`src/rtl/ccs_pkg.sv`:
```
package ccs_pkg;

  typedef enum logic [2:0] {
    SEL_S1_TX = 3'd0,
    SEL_S2_TX = 3'd1,
    SEL_S1_RX = 3'd2,
    SEL_S2_RX = 3'd3,
    SEL_FLAGS = 3'd4
  } regSel_e;

  localparam int FLAG_W      = 7;
  localparam int F_S1_EMPTY  = 0;
  localparam int F_S2_EMPTY  = 1;
  localparam int F_ALL_EMPTY = 2;
  localparam int F_S1_BUSY   = 3;
  localparam int F_S2_BUSY   = 4;
  localparam int F_S1_VALID  = 5;
  localparam int F_S2_VALID  = 6;

  // strobes from control to datapath
  typedef struct packed {
    logic loadS1Tx;
    logic loadS2Tx;
    logic launchNew;
    logic launchDefer;
    logic storeDefer;
    logic captureRsp;
  } slotStrobe_t;

endpackage

```
`src/rtl/ccs_ctrl.sv`:
```
module ccs_ctrl
  import ccs_pkg::*;
(
  input  logic              clk,
  input  logic              rstN,
  input  logic              wrEn,
  input  logic [2:0]        wrSel,
  input  logic              rdEn,
  input  logic [2:0]        rdSel,
  input  logic              wrIsRead,
  input  logic              deferIsRead,
  input  logic              activeIsRead,
  input  logic              cmdAck,
  output slotStrobe_t       strobe,
  output logic              cmdValid,
  output logic [FLAG_W-1:0] flags
);

  logic busy;
  logic deferFull;
  logic s1Write, s2Write, ackNow, busyNext, readLaunch, idleAfter;
  logic s1Empty, s2Empty, allEmpty, rxBusy, s1Valid, s2Valid;

  always_comb begin
    s1Write = wrEn && (wrSel == SEL_S1_TX);
    s2Write = wrEn && (wrSel == SEL_S2_TX);
    ackNow  = busy && cmdAck;

    strobe.loadS1Tx    = s1Write;
    strobe.loadS2Tx    = s2Write;
    strobe.launchNew   = s1Write && (!busy || (ackNow && !deferFull));
    strobe.launchDefer = ackNow && deferFull;
    strobe.storeDefer  = s1Write && !strobe.launchNew;
    strobe.captureRsp  = ackNow && activeIsRead;

    busyNext   = strobe.launchNew || strobe.launchDefer || (busy && !ackNow);
    readLaunch = (strobe.launchNew && wrIsRead) || (strobe.launchDefer && deferIsRead);
    idleAfter  = ackNow && !busyNext;
  end

  always_ff @(posedge clk or negedge rstN) begin
    if (!rstN) begin
      busy      <= 1'b0;
      deferFull <= 1'b0;
    end else begin
      busy      <= busyNext;
      deferFull <= strobe.storeDefer || (deferFull && !strobe.launchDefer);
    end
  end

  always_ff @(posedge clk or negedge rstN) begin
    if (!rstN) begin
      s1Empty  <= 1'b1;
      s2Empty  <= 1'b1;
      allEmpty <= 1'b1;
      rxBusy   <= 1'b0;
      s1Valid  <= 1'b0;
      s2Valid  <= 1'b0;
    end else begin
      if (s1Write)        s1Empty <= 1'b0;
      else if (idleAfter) s1Empty <= 1'b1;

      if (s2Write)        s2Empty <= 1'b0;
      else if (idleAfter) s2Empty <= 1'b1;

      if (s1Write || s2Write) allEmpty <= 1'b0;
      else if (idleAfter)     allEmpty <= 1'b1;

      if (readLaunch)             rxBusy <= 1'b1;
      else if (strobe.captureRsp) rxBusy <= 1'b0;

      if (strobe.captureRsp)                     s1Valid <= 1'b1;
      else if (rdEn && (rdSel == SEL_S1_RX))     s1Valid <= 1'b0;

      if (strobe.captureRsp)                     s2Valid <= 1'b1;
      else if (rdEn && (rdSel == SEL_S2_RX))     s2Valid <= 1'b0;
    end
  end

  always_comb begin
    flags              = '0;
    flags[F_S1_EMPTY]  = s1Empty;
    flags[F_S2_EMPTY]  = s2Empty;
    flags[F_ALL_EMPTY] = allEmpty;
    flags[F_S1_BUSY]   = rxBusy;
    flags[F_S2_BUSY]   = rxBusy;
    flags[F_S1_VALID]  = s1Valid;
    flags[F_S2_VALID]  = s2Valid;
  end

  assign cmdValid = busy;

endmodule

```
`src/rtl/ccs_datapath.sv`:
```
module ccs_datapath
  import ccs_pkg::*;
#(
  parameter int SLOT_W   = 20,
  parameter int ADDR_W   = 7,
  parameter int DATA_W   = 16,
  parameter int RW_BIT   = 19,
  parameter int ADDR_LSB = 12,
  parameter int DATA_LSB = 4
) (
  input  logic              clk,
  input  logic              rstN,
  input  slotStrobe_t       strobe,
  input  logic [SLOT_W-1:0] wrData,
  input  logic [DATA_W-1:0] rspData,
  input  logic [2:0]        rdSel,
  input  logic [FLAG_W-1:0] flags,
  output logic [SLOT_W-1:0] rdData,
  output logic [SLOT_W-1:0] s1RxWord,
  output logic [SLOT_W-1:0] s2RxWord,
  output logic              cmdRead,
  output logic [ADDR_W-1:0] cmdAddr,
  output logic [DATA_W-1:0] cmdData,
  output logic              activeIsRead,
  output logic              deferIsRead
);

  localparam int PAD_W = SLOT_W - FLAG_W;

  logic [SLOT_W-1:0] s1Tx, s2Tx, deferWord, activeWord, echoWord, rspWord;
  logic [DATA_W-1:0] cmdDataQ;

  always_comb begin
    echoWord         = activeWord;
    echoWord[RW_BIT] = 1'b0;
    rspWord          = SLOT_W'(rspData) << DATA_LSB;
  end

  always_ff @(posedge clk or negedge rstN) begin
    if (!rstN) begin
      s1Tx       <= '0;
      s2Tx       <= '0;
      deferWord  <= '0;
      activeWord <= '0;
      cmdDataQ   <= '0;
      s1RxWord   <= '0;
      s2RxWord   <= '0;
    end else begin
      if (strobe.loadS1Tx)   s1Tx      <= wrData;
      if (strobe.loadS2Tx)   s2Tx      <= wrData;
      if (strobe.storeDefer) deferWord <= wrData;
      if (strobe.launchNew) begin
        activeWord <= wrData;
        cmdDataQ   <= s2Tx[DATA_LSB +: DATA_W];
      end else if (strobe.launchDefer) begin
        activeWord <= deferWord;
        cmdDataQ   <= s2Tx[DATA_LSB +: DATA_W];
      end
      if (strobe.captureRsp) begin
        s1RxWord <= echoWord;
        s2RxWord <= rspWord;
      end
    end
  end

  always_comb begin
    unique case (rdSel)
      SEL_S1_TX: rdData = s1Tx;
      SEL_S2_TX: rdData = s2Tx;
      SEL_S1_RX: rdData = s1RxWord;
      SEL_S2_RX: rdData = s2RxWord;
      SEL_FLAGS: rdData = {{PAD_W{1'b0}}, flags};
      default:   rdData = '0;
    endcase
  end

  assign cmdRead      = activeWord[RW_BIT];
  assign cmdAddr      = activeWord[ADDR_LSB +: ADDR_W];
  assign cmdData      = cmdDataQ;
  assign activeIsRead = activeWord[RW_BIT];
  assign deferIsRead  = deferWord[RW_BIT];

endmodule

```
`src/rtl/codec_cmd_slots.sv`:
```
module codec_cmd_slots
  import ccs_pkg::*;
#(
  parameter int SLOT_W   = 20,
  parameter int ADDR_W   = 7,
  parameter int DATA_W   = 16,
  parameter int RW_BIT   = 19,
  parameter int ADDR_LSB = 12,
  parameter int DATA_LSB = 4
) (
  input  logic              clk,
  input  logic              rstN,
  input  logic              wrEn,
  input  logic [2:0]        wrSel,
  input  logic [SLOT_W-1:0] wrData,
  input  logic              rdEn,
  input  logic [2:0]        rdSel,
  output logic [SLOT_W-1:0] rdData,
  output logic              cmdValid,
  output logic              cmdRead,
  output logic [ADDR_W-1:0] cmdAddr,
  output logic [DATA_W-1:0] cmdData,
  input  logic              cmdAck,
  input  logic [DATA_W-1:0] rspData
);

  slotStrobe_t       strobe;
  logic [FLAG_W-1:0] flags;
  logic [SLOT_W-1:0] s1RxWord, s2RxWord;
  logic              activeIsRead, deferIsRead;

  ccs_ctrl i_ctrl (
    .clk          (clk),
    .rstN         (rstN),
    .wrEn         (wrEn),
    .wrSel        (wrSel),
    .rdEn         (rdEn),
    .rdSel        (rdSel),
    .wrIsRead     (wrData[RW_BIT]),
    .deferIsRead  (deferIsRead),
    .activeIsRead (activeIsRead),
    .cmdAck       (cmdAck),
    .strobe       (strobe),
    .cmdValid     (cmdValid),
    .flags        (flags)
  );

  ccs_datapath #(
    .SLOT_W   (SLOT_W),
    .ADDR_W   (ADDR_W),
    .DATA_W   (DATA_W),
    .RW_BIT   (RW_BIT),
    .ADDR_LSB (ADDR_LSB),
    .DATA_LSB (DATA_LSB)
  ) i_dp (
    .clk          (clk),
    .rstN         (rstN),
    .strobe       (strobe),
    .wrData       (wrData),
    .rspData      (rspData),
    .rdSel        (rdSel),
    .flags        (flags),
    .rdData       (rdData),
    .s1RxWord     (s1RxWord),
    .s2RxWord     (s2RxWord),
    .cmdRead      (cmdRead),
    .cmdAddr      (cmdAddr),
    .cmdData      (cmdData),
    .activeIsRead (activeIsRead),
    .deferIsRead  (deferIsRead)
  );

endmodule

```
`config.mk`:
```
export PLATFORM = sky130hd
export DESIGN_NAME = codec_cmd_slots
export DESIGN_NICKNAME = d
export VERILOG_FILES = /design/src/rtl/ccs_pkg.sv /design/src/rtl/ccs_ctrl.sv /design/src/rtl/ccs_datapath.sv /design/src/rtl/codec_cmd_slots.sv
export SDC_FILE = /design/constraint.sdc
export NUM_CORES = 1
export LEC_CHECK = 0
export BUFFER_PORTS_ARGS = -buffer_cell sky130_fd_sc_hd__buf_2
export CORE_ASPECT_RATIO = 1.5
export CORE_MARGIN = 2
export CORE_UTILIZATION = 46
export CTS_BUF_LIST = sky130_fd_sc_hd__clkbuf_16
export CTS_CLUSTER_SIZE = 28
export DETAILED_ROUTE_END_ITERATION = 16
export PLACE_DENSITY = 0.72
export SYNTH_ARGS = -nofsm -noshare
export SYNTH_HDL_FRONTEND = slang
export SYNTH_SLANG_ARGS = --single-unit
```
`constraint.sdc`:
```
create_clock -name clk -period 2.86 [get_ports clk]
set_input_delay 0.429 -clock clk [delete_from_list [all_inputs] [get_ports clk]]
set_output_delay 0.429 -clock clk [all_outputs]
set_load 0.01 [all_outputs]
```
==> results.toml, run 1 <==
[logic_synthesis]
ys_types = 31
synth.avg_cell_area_um2 = 12.8
ys_ff_latch = 139
syn_nets = 525
synth_top_cells_by_area = "dfrtp_1 56%, mux2_2 15%, nand2_1 5.2%"
synth-main-ff-cell = "dfrtp_1"
synthTopCellsByCount = "136 x dfrtp_1, 84 x nand2_1, 82 x mux2_2, 18 x clkbuf_1, 18 x o21ai_0"
netlist.area_leader.share_pct = 55.6
synth_seq_area_share_pct = 56.9
synth-warning-count = 0
synth_edf_count = 0
yosysTopAreaCell = "dfrtp_1"
yosys.cell_count.top_type = "dfrtp_1"
async_flop_share_pct = 100
synthCells = 478
synthesis.area_um2 = 6120

[grt]
grt_max_degree = 64
grt_pass1_wl_um = 22300
grt_pass1_vias = 4317
antenna_found_initial = 0
gr-usage-all-layers_pct = 19.8
overflow = 0

[routing]
finalWirelength_um = 13500
vias_per_cell = 5.42
route.detailed.drc = 0
vias = 3982
dr.pass1.iters = 4
drt_iter0_drc = 172
antenna_left = 0
routedWlPerCell_um = 18.4

[sta]
max_freq_mhz = 447
hold_viol_final = 0
finalCritPeriodShare_pct = 78.3
tns_ns = 0
clock_skew_ns = 0.00573
finalSetupViolCount = 0
rsz0062_at_grt = "false"
tightest_slew_ns = 0.922
post-route-min-period_ns = 2.24
relSlewSlack_pct = 38.4
drv_slew = 0

[floorplan]
die_area_um2 = 14300
die_y_um = 145
die_x_um = 98.2
rows = 51
core_area_um2 = 13000
io_pins = 92
floorplan.initialDensity_pct = 47.0

[run_status]
status = "finished, final reports clean"

[setup_path]
critical_path.cell_chain = "buf_2 > buf_4 > mux4_2 > nor2b_1 > buf_2"
cp-start-kind = "input pin"
arrival_ns = 1.81
cpPeakStageDelay_ns = 0.51
worst-endpoint-required_ns = 2.43
end_kind = "output port"
criticalPathCategory = "input pin to output port"
worst_path_max_delay_cell = "mux4_2"
critical_path.max_fanout = 10
crit_top_cell = "buf_2"

[layout]
nets = 610
antenna_cells = 0
syn2layout_area_growth_pct = 19.6
final_layout_size_suffix_gt1_share_pct = 42.9
final_cells = 735

[cts]
cts_buffers = 17
cts.sinks = 139
clk_latency_ns = 0.41
root_buffer = "clkbuf_16"
cts_tree = "yes"
cts_setup_buffers = 0
clkTransAtPathRegs_ns = 0.05
cts_max_level = 4
holdBufCountCts = 0
cts.path.max_buffers = 2
cts_resized = 0

[job]
drv_cap = 0

[pwr]
combPwrFrac_pct = 23.9
p_int_mw = 5.17
peakVddDrop_mv = 0.422
p_sw_mw = 1.97
netSwitchingFraction_pct = 27.6
seqPwrFrac_pct = 44.7
power_density_nw_per_um2 = 975
clkPwrFrac_pct = 31.5
p_leak_nw = 3.68

[min_path]
hold_path_class = "input pin to async pin"

[placed_design]
gp_congestion = 0.817
port-buffer-count = 91
dpl.hpwl_um = 9020
place_inst = 703
## layout by cell type, fill, tap and decap left out, drive strengths merged
| cell | n |
|---|---|
| a21o | 7 |
| a21oi | 9 |
| a221o | 2 |
| a22o | 7 |
| a22oi | 5 |
| a31oi | 1 |
| and2 | 2 |
| and3 | 1 |
| buf | 104 |
| bufinv | 4 |
| clkbuf | 17 |
| clkinv | 8 |
| clkinvlp | 2 |
| dfrtp | 136 |
| dfstp | 3 |
| inv | 1 |
| mux2 | 94 |
| mux2i | 16 |
| mux4 | 12 |
| nand2 | 84 |
| nand2b | 4 |
| nand3 | 3 |
| nor2 | 15 |
| nor2b | 15 |
| nor3b | 1 |
| o21ai | 18 |
| o22ai | 3 |
| o2bb2ai | 1 |
| or4b | 1 |
## layer usage
| metal | global-route usage [%] | wire (um) | part of all wire, % |
|---|---|---|---|
| met2 | 33.0 | 6960 | 51 |
| met5 | 0 | 0 | 0 |
| met4 | 6.99 | 257 | 1.9 |
| met1 | 25.5 | 5620 | 42 |
| met3 | 4.43 | 678 | 5.0 |
## state kept, by name, summed over array words and instances, names as in the netlist, 16 cells and up
| register | count |
|---|---|
| i_dp.activeWord | 20 |
| i_dp.cmdData | 16 |
| i_dp.deferWord | 20 |
| i_dp.s1RxWord | 19 |
| i_dp.s1Tx | 20 |
| i_dp.s2RxWord | 16 |
| i_dp.s2Tx | 20 |
## metrics by stage
step	utilization (%)	total power, mW	hold WS [ns]	setup WS (ns)	cell area (um2)
after global routing	56.2	7.54	0.0310	0.533	7310
after floorplan	-	4.36	0.133	0.777	6120
after CTS	56.2	7.20	0.0182	0.593	7310
after global placement	51.5	4.83	0.445	0.611	6710
final	56.2	7.13	0.00417	0.621	7310
after detailed placement	51.5	4.93	0.441	0.592	6710
## path summary, 6_finish.rpt
check | from | endpoint | cells past startpoint | slack (ns)
max | rdSel[0] | rdData[15] | 5 | 0.62
min | rstN | i_dp.deferWord[18] | 1 | 0.004
max reg2reg | i_ctrl.cmdValid | i_dp.cmdData[15] | 3 | 0.68
min reg2reg | i_dp.s1Tx[7] | i_dp.s1Tx[7] | 2 | 0.47
max in group asynchronous | rstN | i_ctrl.allEmpty | 2 | 2.11
min in group clk | rspData[2] | i_dp.s2RxWord[6] | 2 | 0.25
## critical path, delay by kind of cell
| family | cells | cell delay, ns |
|---|---|---|
| buffers and inverters | 3 | 0.72 |
| muxes | 1 | 0.51 |
| and+or+nand+nor | 1 | 0.15 |
## cell families after synthesis
group	count (synthesis)	share of synthesized area (%)
multiplexers	122	25.1
AND/OR/NAND/NOR	126	8.98
buffers and inverters	38	3.27
flip-flops	139	56.9
AO/OA/AOI/OAI	53	5.75
## power by group through the flow
stage	logic, mW	clock network (mW)	registers, mW
floorplan	1.26	0	3.10
global placement	1.66	0	3.17
detailed placement	1.72	0	3.21
CTS	1.73	2.28	3.19
global route	1.87	2.39	3.28
finish	1.70	2.24	3.18
## cell type report
type	count	area (um2)
clock buffer	17	425
clock inverter	15	181
fill	1122	5700
multi-input combinational	301	2440
sequential	139	3480
tap	159	199
timing repair buffer	104	584
Note: power is estimated with default switching activity, not from simulation.
==> run 2, diff against run 1 <==
--- a/config.mk
+++ b/config.mk
@@ -5,6 +5,7 @@
 export SDC_FILE = /design/constraint.sdc
 export NUM_CORES = 1
 export LEC_CHECK = 0
+export ABC_AREA = 1
 export BUFFER_PORTS_ARGS = -buffer_cell sky130_fd_sc_hd__buf_2
 export CORE_ASPECT_RATIO = 1.5
 export CORE_MARGIN = 2
@@ -12,7 +13,7 @@
 export CTS_BUF_LIST = sky130_fd_sc_hd__clkbuf_16
 export CTS_CLUSTER_SIZE = 28
 export DETAILED_ROUTE_END_ITERATION = 16
-export PLACE_DENSITY = 0.72
+export PLACE_DENSITY = 0.74
 export SYNTH_ARGS = -nofsm -noshare
 export SYNTH_HDL_FRONTEND = slang
 export SYNTH_SLANG_ARGS = --single-unit
==> constraint.sdc (replaced) <==
create_clock -name clk -period 1.8 [get_ports clk]
set_input_delay 0.27 -clock clk [delete_from_list [all_inputs] [get_ports clk]]
set_output_delay 0.27 -clock clk [all_outputs]
set_load 0.01 [all_outputs]
==> results.toml, run 2 <==
[run_status]
status = "finished, final reports clean"

[sta]
hold_viol_final = 0
tns_ns = 0
whs_ns = 0.0979
finalSetupViolCount = 0
tightest_slew_ns = 0.488
finalCritPeriodShare_pct = 89.6
drv_slew = 0
max_freq_mhz = 620
clock_skew_ns = 0.00523
relSlewSlack_pct = 67.5
rsz0062_at_grt = "false"
post-route-min-period_ns = 1.61

[placed_design]
gp_congestion = 0.824
dpl.hpwl_um = 11100
port-buffer-count = 91
place_inst = 984
dpl_cell_area_um2 = 6860

[grt]
overflow = 0
grt_pass1_vias = 5038
grt_pass1_wl_um = 25900
grt_max_degree = 50
antenna_found_initial = 0
gr-usage-all-layers_pct = 22.5

[min_path]
min-delay-start = "wrData[6]"
hold_path_class = "input pin to flip-flop"
hold_depth = 3
whs_endpoint = "i_dp.activeWord[6]"

[cts]
root_buffer = "clkbuf_16"
cts_buffers = 17
cts.sinks = 139
cts_tree = "yes"
clkTransAtPathRegs_ns = 0.06
cts_max_level = 4
cts.path.max_buffers = 2
clk_latency_ns = 0.42

[logic_synthesis]
synthCells = 756
ys_ff_latch = 139
synth_edf_count = 0
synth.avg_cell_area_um2 = 8.24
synth_top_cells_by_area = "dfrtp_1 55%, nand2_1 20%, nand3_1 6.3%"
syn_nets = 803
synthTopCellsByCount = "335 x nand2_1, 136 x dfrtp_1, 78 x nand3_1, 38 x o21ai_0, 36 x inv_1"
synth_seq_area_share_pct = 55.9
async_flop_share_pct = 100
ys_types = 26
synth-warning-count = 0
netlist.area_leader.share_pct = 54.7
yosysTopAreaCell = "dfrtp_1"
yosys.cell_count.top_type = "nand2_1"
synth-main-ff-cell = "dfrtp_1"
synthesis.area_um2 = 6230

[floorplan]
rows = 52
floorplan.initialDensity_pct = 46.7
die_y_um = 146
die_area_um2 = 14500
die_x_um = 99.0
io_pins = 92
core_area_um2 = 13300

[routing]
vias = 5254
routed.top_layer = "met4"
met3_length_um = 661
finalWirelength_um = 15800
wl_met1_um = 6940
wl_met2_um = 7840
routedWlPerCell_um = 15.5
vias_per_cell = 5.17
route.detailed.drc = 0
antenna_left = 0
drt_iter0_drc = 288
dr.pass1.iters = 5

[layout]
regArea_um2 = 3480
fillers = 1212
nets = 889
syn2layout_area_growth_pct = 20.3
antenna_cells = 0
final_cell_mix = "335 x nand2_1, 136 x dfrtp_1, 90 x buf_2, 78 x nand3_1, 38 x o21ai_0"
final_common_cell = "nand2_1"
fin_area_um2 = 7490
final_layout_size_suffix_gt1_share_pct = 19.8
multi_input_area_um2 = 2320
utilization_pct = 56.2
final_cells = 1017

[setup_path]
worst-r2r-cell-count = 7
arrival_ns = 1.34
r2r_slack_ns = 0.34
cpPeakStageDelay_ns = 0.30
r2r_start = "i_ctrl.deferFull"
reg2reg_to = "i_dp.cmdData[5]"
end_kind = "output port"
worst-endpoint-required_ns = 1.53
cp-start-kind = "input pin"
critical_path.cell_chain = "buf_2 > inv_1 > nand3_1 > inv_2 > nand2_1 > nand4_1 > buf_2"
critPathTopFamily = "buffers and inverters"
cp.buffers_inverters = 4
worst_path_max_delay_cell = "inv_2"
critical_path.max_fanout = 18
criticalPathCategory = "input pin to output port"
crit_top_cell = "buf_2"

[pwr]
peakVddDrop_mv = 0.579
power_density_nw_per_um2 = 1410
p_leak_nw = 4.03

[job]
drv_cap = 0
-- run 2: cell count changes in the layout (fill, tap and decap cells not counted), moves of 14 or more --
cell and delta:
nor2_1 +16, nand3_1 +76, o21ai_0 +20, mux2_2 -82, mux2i_1 -16, nor2b_1 -14
inv_1 +36, nand4_1 +18, nand2_1 +251
-- run 2: where the power goes --
part | leakage (nW) | internal [mW] | switching [mW]
clock | 0.297 | 2.32 | 1.34
sequential | 1.75 | 4.17 | 0.653
combinational | 1.98 | 0.833 | 1.22
total | 4.03 | 7.32 | 3.21
-- run 2: tightest hold or removal path, delay by kind of cell --
kind / cells / cell delay (ns)
AND/OR/NAND/NOR: 2 / 0.12
buffers and inverters: 1 / 0.09
-- run 2: how the worst max path moves through the flow --
stage,start,to,cells past startpoint
global placement,rdSel[2],rdData[13],8
finish,rdSel[0],rdData[13],7
detailed placement,rdSel[0],rdData[13],7
global route,rdSel[0],rdData[5],9
CTS,rdSel[0],rdData[13],7
floorplan,i_ctrl.cmdValid,i_dp.cmdData[10],7
-- run 2: cell families (layout without fill, tap and decap cells) --
family / count (synthesis) / after routing / share of synthesized area (%)
simple gates: 471 / 471 / 31.9
flops: 139 / 139 / 55.9
buf+inv: 87 / 186 / 6.91
compound gates: 59 / 59 / 5.31
-- run 2: final cells by class --
| cell class | instances | share of cell area (%) |
|---|---|---|
| flip-flops and latches | 139 | 46.5 |
| inverters | 40 | 2.00 |
| multi-input cells | 530 | 31.0 |
| well taps | 162 | 2.71 |
| repair buffers | 114 | 9.51 |
| clock buffers | 17 | 5.68 |
| clock inverters | 15 | 2.66 |
-- run 2: per-stage QoR --
| stage | total power [mW] | setup slack, ns |
|---|---|---|
| 6_report | 10.5 | 0.186 |
| 5_1_grt | 11.1 | 0.0573 |
| 4_1_cts | 10.6 | 0.187 |
| 3_5_place_dp | 6.89 | 0.190 |
| 3_3_place_gp | 6.81 | 0.233 |
| 2_1_floorplan | 6.05 | 0.509 |
-- run 2: routing by layer --
layer | track usage (%) | vias up
met5 | 0 | -
met4 | 8.29 | 0
met3 | 3.54 | 24
met2 | 36.3 | 166
met1 | 31.0 | 2498
li1 | - | 2566
-- run 2: repair_timing --
item | CTS | global route
hold buffers | 1 | 0
endpoints found under the hold margin | 45 | 0
resized for setup | 0 | 0
setup buffers | 0 | 0
==> run 3, diff against run 2 <==
--- a/config.mk
+++ b/config.mk
@@ -8,7 +8,6 @@
 export ABC_AREA = 1
 export BUFFER_PORTS_ARGS = -buffer_cell sky130_fd_sc_hd__buf_2
 export CORE_ASPECT_RATIO = 1.5
-export CORE_MARGIN = 2
 export CORE_UTILIZATION = 46
 export CTS_BUF_LIST = sky130_fd_sc_hd__clkbuf_16
 export CTS_CLUSTER_SIZE = 28
==> results.toml, run 3 (synthesis results as in run 2) <==
[run_status]
status = "finished, final reports clean"

[pwr]
power_mw = 10.7
power_density_nw_per_um2 = 1430
p_leak_nw = 4.05
p_int_mw = 7.56
p_sw_mw = 3.18
clkPwrFrac_pct = 36.0
netSwitchingFraction_pct = 29.6
seqPwrFrac_pct = 44.9
combPwrFrac_pct = 19.1
peakVddDrop_mv = 0.604

[placed_design]
pre_cts_slack_ns = 0.176
port-buffer-count = 91
gp_congestion = 0.814
dpl_cell_area_um2 = 6840
dpl.hpwl_um = 10800
place_inst = 980

[cts]
cts_resized = 0
cts.path.max_buffers = 2
clk_latency_ns = 0.42
cts_buffers = 17
cts.sinks = 139
clkTransAtPathRegs_ns = 0.05
cts_max_level = 4
root_buffer = "clkbuf_16"
cts_tree = "yes"

[setup_path]
worst-r2r-cell-count = 7
critical_path.max_fanout = 12
worst-endpoint-required_ns = 1.53
critical_path.cell_chain = "buf_2 > inv_1 > nand3_1 > inv_1 > buf_4 > nand2_1 > nand4_1 > buf_2"
crit_path_start = "rdSel[2]"
r2r_start = "i_ctrl.deferFull"
cp.buffers_inverters = 5
arrival_ns = 1.35
criticalPathCategory = "input pin to output port"
reg2reg_to = "i_dp.cmdData[0]"
r2r_slack_ns = 0.35
worst_path_max_delay_cell = "buf_4"
cpPeakStageDelay_ns = 0.18
path_depth = 8
cp-start-kind = "input pin"
end_kind = "output port"
crit_end = "rdData[13]"
critPathTopFamily = "buffers and inverters"

[grt]
overflow = 0
grt_pass1_vias = 5207
grt_max_degree = 49
antenna_found_initial = 0
grt_pass1_wl_um = 26100
gr-usage-all-layers_pct = 23.9

[sta]
whs_ns = 0.0984
tightest_slew_ns = 0.479
finalSetupViolCount = 0
fin_ws_ns = 0.181
drv_slew = 0
relSlewSlack_pct = 68.1
clock_skew_ns = 0.00826
hold_viol_final = 0
max_freq_mhz = 617
post-route-min-period_ns = 1.62
finalCritPeriodShare_pct = 90.0
tns_ns = 0
rsz0062_at_grt = "false"

[floorplan]
io_pins = 92
die_area_um2 = 14000
rows = 51
core_area_um2 = 13100
floorplan.initialDensity_pct = 47.6
die_y_um = 144
die_x_um = 97.0

[layout]
final_common_cell = "nand2_1"
final_cells = 1013
final_layout_size_suffix_gt1_share_pct = 19.4
syn2layout_area_growth_pct = 20.6
nets = 888
fin_area_um2 = 7510
utilization_pct = 57.4
final_cell_mix = "335 x nand2_1, 136 x dfrtp_1, 90 x buf_2, 78 x nand3_1"
antenna_cells = 0

[min_path]
hold_path_class = "input pin to flip-flop"

[routing]
finalWirelength_um = 15900
vias_per_cell = 5.22
route.detailed.drc = 0
vias = 5284
antenna_left = 0
dr.pass1.iters = 5
routedWlPerCell_um = 15.7
drt_iter0_drc = 327

[job]
drv_cap = 0
-- run 3: power groups by stage --
stage	combinational [mW]	clock (mW)	sequential, mW
4_1_cts	2.07	3.88	4.81
2_1_floorplan	1.33	0	4.72
3_5_place_dp	2.03	0	4.84
5_1_grt	2.34	4.00	4.94
3_3_place_gp	1.97	0	4.82
6_report	2.05	3.87	4.82
-- run 3: cell type report --
| class | count | area [um2] |
|---|---|---|
| clock buffer | 17 | 425 |
| multi-input combinational | 530 | 2320 |
| tap | 159 | 199 |
| inverter | 40 | 150 |
| timing repair buffer | 113 | 704 |
| fill | 1175 | 5570 |
| clock inverter | 15 | 230 |
| sequential | 139 | 3480 |
-- run 3: worst min path at each step --
stage                    start           endpoint  slack [ns]  cells after the start
global placement          rstN    i_ctrl.cmdValid        0.24                      1
finish              rspData[6]  i_dp.s2RxWord[10]         0.1                      3
CTS                 rspData[6]  i_dp.s2RxWord[10]        0.09                      3
floorplan                 rstN    i_ctrl.cmdValid       -0.03                      0
detailed placement        rstN    i_ctrl.cmdValid        0.24                      1
global route        rspData[8]  i_dp.s2RxWord[12]        0.11                      3
-- run 3: worst min-delay path: stages --
cell     delay (ns)
buf_2          0.08
nand3_1        0.07
nand2_1        0.06
-- run 3: timing repair --
item | in CTS | in global routing
hold buffers | 1 | 0
endpoints found under the hold margin | 43 | 0
setup buffers | 0 | 0
-- run 3: routing by layer --
layer / vias to the layer above / GRT usage [%] / share of wire [%]
met2: 168 / 40.5 / 49
li1: 2563 / - / -
met3: 27 / 4.59 / 4.7
met1: 2526 / 30.2 / 44
met4: 0 / 9.74 / 2.4
met5: - / 0 / 0
